### config.mk
export PLATFORM = sky130hd
export DESIGN_NAME = sysctl_regs
export DESIGN_NICKNAME = d
export VERILOG_FILES = /design/src/rtl/sysctl_pkg.sv /design/src/rtl/sysctl_decode.sv /design/src/rtl/sysctl_state.sv /design/src/rtl/sysctl_rdmux.sv /design/src/rtl/sysctl_regs.sv
export SDC_FILE = /design/constraint.sdc
export NUM_CORES = 1
export LEC_CHECK = 0
export ABC_AREA = 1
export BUFFER_PORTS_ARGS = -buffer_cell sky130_fd_sc_hd__clkbuf_2
export CAP_MARGIN = 20
export CORE_MARGIN = 3
export CORE_UTILIZATION = 25
export CTS_CLUSTER_SIZE = 20
export DETAILED_ROUTE_END_ITERATION = 7
export GPL_ROUTABILITY_DRIVEN = 0
export MAX_ROUTING_LAYER = met4
export PLACE_DENSITY_LB_ADDON = 0.12
export SYNTH_ARGS = -nofsm -noshare
export SYNTH_HDL_FRONTEND = slang
export SYNTH_SLANG_ARGS = --single-unit
### constraint.sdc
create_clock -name clk -period 1.15 [get_ports clk]
set_input_delay 0.23 -clock clk [delete_from_list [all_inputs] [get_ports clk]]
set_output_delay 0.23 -clock clk [all_outputs]
set_load 0.01 [all_outputs]
### src/rtl/sysctl_pkg.sv
package sysctl_pkg;

   // Index of each decoded port within the address table
   typedef enum int {
      PI_RST    = 0,
      PI_CPUCFG = 1,
      PI_FEAT   = 2,
      PI_STAT   = 3,
      PI_EXTF   = 4,
      PI_L2     = 5,
      PI_LAMP   = 6,
      PI_LOCK1  = 7,
      PI_LOCK2  = 8,
      PI_SYSCTL = 9,
      PI_MAP    = 10
   } port_idx_e;

   localparam int NPORT = 11;

   localparam logic [7:0] ID_CPUCFG = 8'hEF;
   localparam logic [7:0] ID_FEAT   = 8'hAD;
   localparam logic [7:0] ID_STAT   = 8'hE0;
   localparam logic [7:0] ID_EXTF   = 8'h39;
   localparam logic [7:0] L2_NONE   = 8'h03;
   localparam logic [7:0] RD_MISS   = 8'hFF;

   typedef struct packed {
      logic       hreset;
      logic       lamp;
      logic       lock1;
      logic       lock2;
      logic [3:0] ctrl;
      logic       map;
   } sysctl_state_t;

endpackage

### src/rtl/sysctl_decode.sv
module sysctl_decode
   import sysctl_pkg::*;
#(
   parameter int                    AW    = 16,
   parameter logic [NPORT*AW-1:0]   TABLE = '0
) (
   input  logic [AW-1:0]    addr,
   output logic [NPORT-1:0] hit
);

   for (genvar i = 0; i < NPORT; i++) begin : g_cmp
      assign hit[i] = (addr == TABLE[i*AW +: AW]);
      for (genvar j = i + 1; j < NPORT; j++) begin : g_uniq
         initial assert (TABLE[i*AW +: AW] != TABLE[j*AW +: AW])
            else $error("sysctl_decode: port %0d and %0d share an address", i, j);
      end
   end

endmodule

### src/rtl/sysctl_state.sv
module sysctl_state
   import sysctl_pkg::*;
(
   input  logic          clk,
   input  logic          rst_n,
   input  logic          wr_en,
   input  logic [7:0]    wdata,
   input  logic          hit_rst,
   input  logic          hit_lamp,
   input  logic          hit_lock1,
   input  logic          hit_lock2,
   input  logic          hit_ctrl,
   input  logic          hit_map,
   output sysctl_state_t st
);

   logic unused_hi;
   assign unused_hi = ^wdata[7:4];

   always_ff @(posedge clk) begin
      if (!rst_n) begin
         st <= '0;
      end else begin
         st.lock1 <= wr_en & hit_lock1;
         st.lock2 <= wr_en & hit_lock2;
         if (wr_en) begin
            if (hit_rst)  st.hreset <= wdata[0];
            if (hit_lamp) st.lamp   <= wdata[0];
            if (hit_ctrl) st.ctrl   <= wdata[3:0];
            if (hit_map)  st.map    <= wdata[0];
         end
      end
   end

endmodule

### src/rtl/sysctl_rdmux.sv
module sysctl_rdmux
   import sysctl_pkg::*;
#(
   parameter bit RDATA_REG = 1'b1
) (
   input  logic             clk,
   input  logic             rst_n,
   input  logic             rd_en,
   input  logic [NPORT-1:0] hit,
   input  logic             endian_big,
   input  sysctl_state_t    st,
   output logic [7:0]       rdata
);

   logic [7:0] sel;
   logic       unused_in;
   assign unused_in = ^{hit[PI_LAMP], hit[PI_LOCK1], hit[PI_LOCK2],
                        st.hreset, st.lamp, st.lock1, st.lock2};

   always_comb begin
      sel = RD_MISS;
      if (hit[PI_RST])    sel = {6'b0, endian_big, 1'b0};
      if (hit[PI_CPUCFG]) sel = ID_CPUCFG;
      if (hit[PI_FEAT])   sel = ID_FEAT;
      if (hit[PI_STAT])   sel = ID_STAT;
      if (hit[PI_EXTF])   sel = ID_EXTF;
      if (hit[PI_L2])     sel = L2_NONE;
      if (hit[PI_SYSCTL]) sel = {4'b0, st.ctrl};
      if (hit[PI_MAP])    sel = {7'b0, st.map};
   end

   if (RDATA_REG) begin : g_reg
      logic [7:0] rq;
      always_ff @(posedge clk) begin
         if (!rst_n)     rq <= RD_MISS;
         else if (rd_en) rq <= sel;
      end
      assign rdata = rq;
   end else begin : g_comb
      logic unused_clk;
      assign unused_clk = clk ^ rst_n;
      assign rdata = rd_en ? sel : RD_MISS;
   end

endmodule

### src/rtl/sysctl_regs.sv
module sysctl_regs
   import sysctl_pkg::*;
#(
   parameter int          AW        = 16,
   parameter bit          RDATA_REG = 1'b1,
   parameter logic [AW-1:0] A_RST    = 16'h0092,
   parameter logic [AW-1:0] A_CPUCFG = 16'h0800,
   parameter logic [AW-1:0] A_FEAT   = 16'h0801,
   parameter logic [AW-1:0] A_STAT   = 16'h0802,
   parameter logic [AW-1:0] A_EXTF   = 16'h0803,
   parameter logic [AW-1:0] A_L2     = 16'h0804,
   parameter logic [AW-1:0] A_LAMP   = 16'h0808,
   parameter logic [AW-1:0] A_LOCK1  = 16'h0809,
   parameter logic [AW-1:0] A_LOCK2  = 16'h080A,
   parameter logic [AW-1:0] A_SYSCTL = 16'h080C,
   parameter logic [AW-1:0] A_MAP    = 16'h080F
) (
   input  logic          clk,
   input  logic          rst_n,
   input  logic [AW-1:0] addr,
   input  logic [7:0]    wdata,
   input  logic          wr_en,
   input  logic          rd_en,
   input  logic          endian_big,
   output logic [7:0]    rdata,
   output logic          cpu_hreset,
   output logic          lamp_on,
   output logic          lock1_pulse,
   output logic          lock2_pulse,
   output logic [3:0]    ctrl_val,
   output logic          map_noncontig
);

   // Table ordered by port_idx_e, highest index in the top slice
   localparam logic [NPORT*AW-1:0] TABLE = {A_MAP, A_SYSCTL, A_LOCK2, A_LOCK1, A_LAMP,
                                            A_L2, A_EXTF, A_STAT, A_FEAT, A_CPUCFG, A_RST};

   initial assert (AW >= 8 && AW <= 32) else $error("sysctl_regs: AW out of range");

   logic [NPORT-1:0] hit;
   sysctl_state_t    st;

   sysctl_decode #(.AW(AW), .TABLE(TABLE)) u_dec (
      .addr (addr),
      .hit  (hit)
   );

   sysctl_state u_state (
      .clk       (clk),
      .rst_n     (rst_n),
      .wr_en     (wr_en),
      .wdata     (wdata),
      .hit_rst   (hit[PI_RST]),
      .hit_lamp  (hit[PI_LAMP]),
      .hit_lock1 (hit[PI_LOCK1]),
      .hit_lock2 (hit[PI_LOCK2]),
      .hit_ctrl  (hit[PI_SYSCTL]),
      .hit_map   (hit[PI_MAP]),
      .st        (st)
   );

   sysctl_rdmux #(.RDATA_REG(RDATA_REG)) u_rd (
      .clk        (clk),
      .rst_n      (rst_n),
      .rd_en      (rd_en),
      .hit        (hit),
      .endian_big (endian_big),
      .st         (st),
      .rdata      (rdata)
   );

   assign cpu_hreset    = st.hreset;
   assign lamp_on       = st.lamp;
   assign lock1_pulse   = st.lock1;
   assign lock2_pulse   = st.lock2;
   assign ctrl_val      = st.ctrl;
   assign map_noncontig = st.map;

endmodule

==> results.md <==
- Xor/xnor cell area share of the yosys netlist: 0%
- RSZ-0062 raised after global routing: true
- Setup TNS: 0 ns
- Endpoint, Worst Hold: u_state.st[6]$_SDFF_PN0_
- HPWL after DPL: 2140 microns
- CTS H-tree lvls: 1
- Antenna viol nets, final: 0
- Synth Area in Compound Gates: roughly 11%
- Sink Count: 17
- Area share of fa/ha/maj cells after synthesis: 0%
- Count leader, synth: nand2_1
- Synth Register Bits: 17
- Core Area: approximately 3700 sq um
- Slew of the pin with the lowest slew margin: 0.231 ns
- Initial Util: 26.2%
- Fmax: ~930 MHz
- Lkg Pwr: ~0.00071 uW
- Largest net degree at the start of global routing: 11
- Routed WL per cell: 9.90 microns
- Worst vdd ir: about 570 uV
- Fraction of layout instances using a drive strength above 1: between 40% and 50%
- Vias in the first global route: roughly 1.1k
- First-pass GRT wire length: ~4400 microns
- Routed via count: 1135
- Synthesized Nets: 180
- Number of synthesized flops with an enable pin: 0
- Hold path startpoint: rst_n
- Post-layout nets: ~240
- Synth cell types: 17
- Final hold violation count: 0
- Period utilization: 93.5%
- Die width: 68.4 microns
- Crit-path max FO: 6
- GRT Util Overall: 12.7%
- CTS tree: yes
- Clock latency on the worst-skew pair: 0.25 ns
- Flop-to-flop setup slack: 0.39 ns
- CTS Buffer Depth: 2
- Max_cap viols: 0
- R2R Path Start: u_state.st[0]$_SDFFE_PN0P_
- Crit. End Element: flop
- WHS: between 0.2 and 0.25 ns
- Hold Path Depth: 3
- Critical path startpoint category: input port
- Ys Warns: 0
- Cell count after synthesis: about 150
- Syn avg cell area: 6.45 sq um
- Seq/Total Area, Yosys: between 30% and 40%
- Max_slew headroom: roughly 85%
- Power Dens Cells: around 870 nW/um^2
- Clock Tree Root: clkbuf_8
- Worst R2R Path Depth: 4
- N_diodes: 0
- Post-synth ARST share: 0%
- Post-CTS Hold Fix Bufs: 0
- Overall power: about 1300 uW
- Worst EP arrival: 1.22 ns
- Total iterations of the first detailed-routing run: 4
- Clock skew: around 0.0012 ns
- Tmin final: around 1.1 ns
- DR vias/cell: 4.37
- Die area: 4680 sq um
- Yosys top cell area share: about a third
- Largest area contributor in the netlist: dfxtp_1
- Prevailing post-synth register cell: dfxtp_1
- Required time of the worst setup path: 1.29 ns
- Initial antenna violation count: 0
- Cts bufs inserted: 3
- Largest family of logic cells by synthesized area: simple AND/OR/NAND/NOR gates
- Num ports: 46
- Initial drt markers: 30
- # setup viols final: 0
- WS Path Type: input port to flop
- Cell area after synthesis: approximately 1000 sq um
- R2r endpoint: u_rd.rdata[0]$_SDFFE_PN1P_
- Total length of routed wires: around 2600 microns
- Ranking of synthesized cells by area: dfxtp_1 (35%), nand2_1 (12%), nor2_1 (9.6%)
- Global route overflow: 0
- Area growth syn-to-layout: 48.9%
- Hold/Removal Path Class: input port to flop
- Synth top cells by count: nand2_1 (31), nor2_1 (25), inv_1 (18)
- IO Port Bufs: 41
- Slew Limit Fails: 0
- CTS clk-pin slew, worst paths: ~0.060 ns
- DIE HEIGHT: 68.4 microns
- Mux cell area share after synthesis: 0%
- DRC: 0
- Post-Synth Simple-Gate Area: between 40% and 50%
- Site Rows: 22
- Outcome: finished, final reports clean
==> report_power, final <==
part	internal, uW	switching [uW]	total (uW)	leakage [uW]
Sequential	603	6.60	609	0.000139
Combinational	97.3	113	210	0.000553
Clock	246	192	437	0.0000228
Total	946	311	1260	0.000714
==> kinds of logic after synthesis <==
logic type,count (synthesis)
buffers and inverters,20
and+or+nand+nor,92
DFF,17
AOI/OAI and AO/OA,22
==> how the worst max path moves through the flow <==
stage / slack [ns] / depth (start not counted) / endpoint / from
final: 0.07 / 9 / u_state.st[0]$_SDFFE_PN0P_ / addr[9]
after global placement: -0.16 / 9 / u_rd.rdata[0]$_SDFFE_PN1P_ / addr[9]
after detailed placement: -0.18 / 9 / u_rd.rdata[0]$_SDFFE_PN1P_ / addr[5]
after CTS: 0.09 / 9 / u_rd.rdata[0]$_SDFFE_PN1P_ / addr[5]
after floorplan: 0.02 / 8 / u_rd.rdata[0]$_SDFFE_PN1P_ / addr[13]
after global routing: -0.009 / 7 / u_state.st[4]$_SDFFE_PN0P_ / addr[5]
==> metal layers <==
layer,up-vias,global-route usage [%],wire length (microns),part of all wire (%)
li1,610,-,-,-
met1,493,14.3,1170,46
met2,28,21.2,1180,46
met3,4,3.61,181,7.0
met4,0,4.47,43,1.7
met5,-,-,0,0
==> cell usage in the layout (no fill, tap or decap), drive strengths merged <==
cell type,n
nor3,2
inv,20
nor2,33
clkbuf,44
nand4,2
a21oi,13
nand3,15
nand3b,1
nand2,37
nor4,2
o21ai,9
dfxtp,17
buf,17
==> critical path, stage by stage <==
cell and delay, ns:
clkbuf_2 0.09, nor2_2 0.12, nand2_2 0.12, nor2_8 0.18, buf_6 0.14, buf_4 0.10
nand3_1 0.08, o21ai_1 0.12, a21oi_1 0.04
==> registers in the layout, indices dropped and copies added (netlist names) <==
| register | count |
|---|---|
| u_state.st | 9 |
| u_rd.rdata | 8 |
==> what timing repair did <==
action / 4_1_cts / 5_1_grt
resized for setup: 0 / 19
setup buffers: 0 / 2
setup endpoints to repair: 0 / 8
==> through the flow <==
step           util (%)  instance area [sq um]  worst slack [ns]  cells
2_1_floorplan         -                    975            0.0209    151
4_1_cts            37.4                   1390            0.0851    258
5_1_grt            39.1                   1450          -0.00922    260
3_3_place_gp       36.2                   1350            -0.163    254
3_5_place_dp       36.2                   1350            -0.182    254
6_report           39.1                   1450            0.0750    260
==> area by class of cell <==
cell class                      instances  area [sq um]
Fill cell                             417          2260
Multi-Input combinational cell        114           596
Sequential cell                        17           340
Timing Repair Buffer                   57           335
Inverter                               20          75.1
Tap cell                               48          60.1
Clock buffer                            4          45.0
Power figures use the tool's default switching activity.
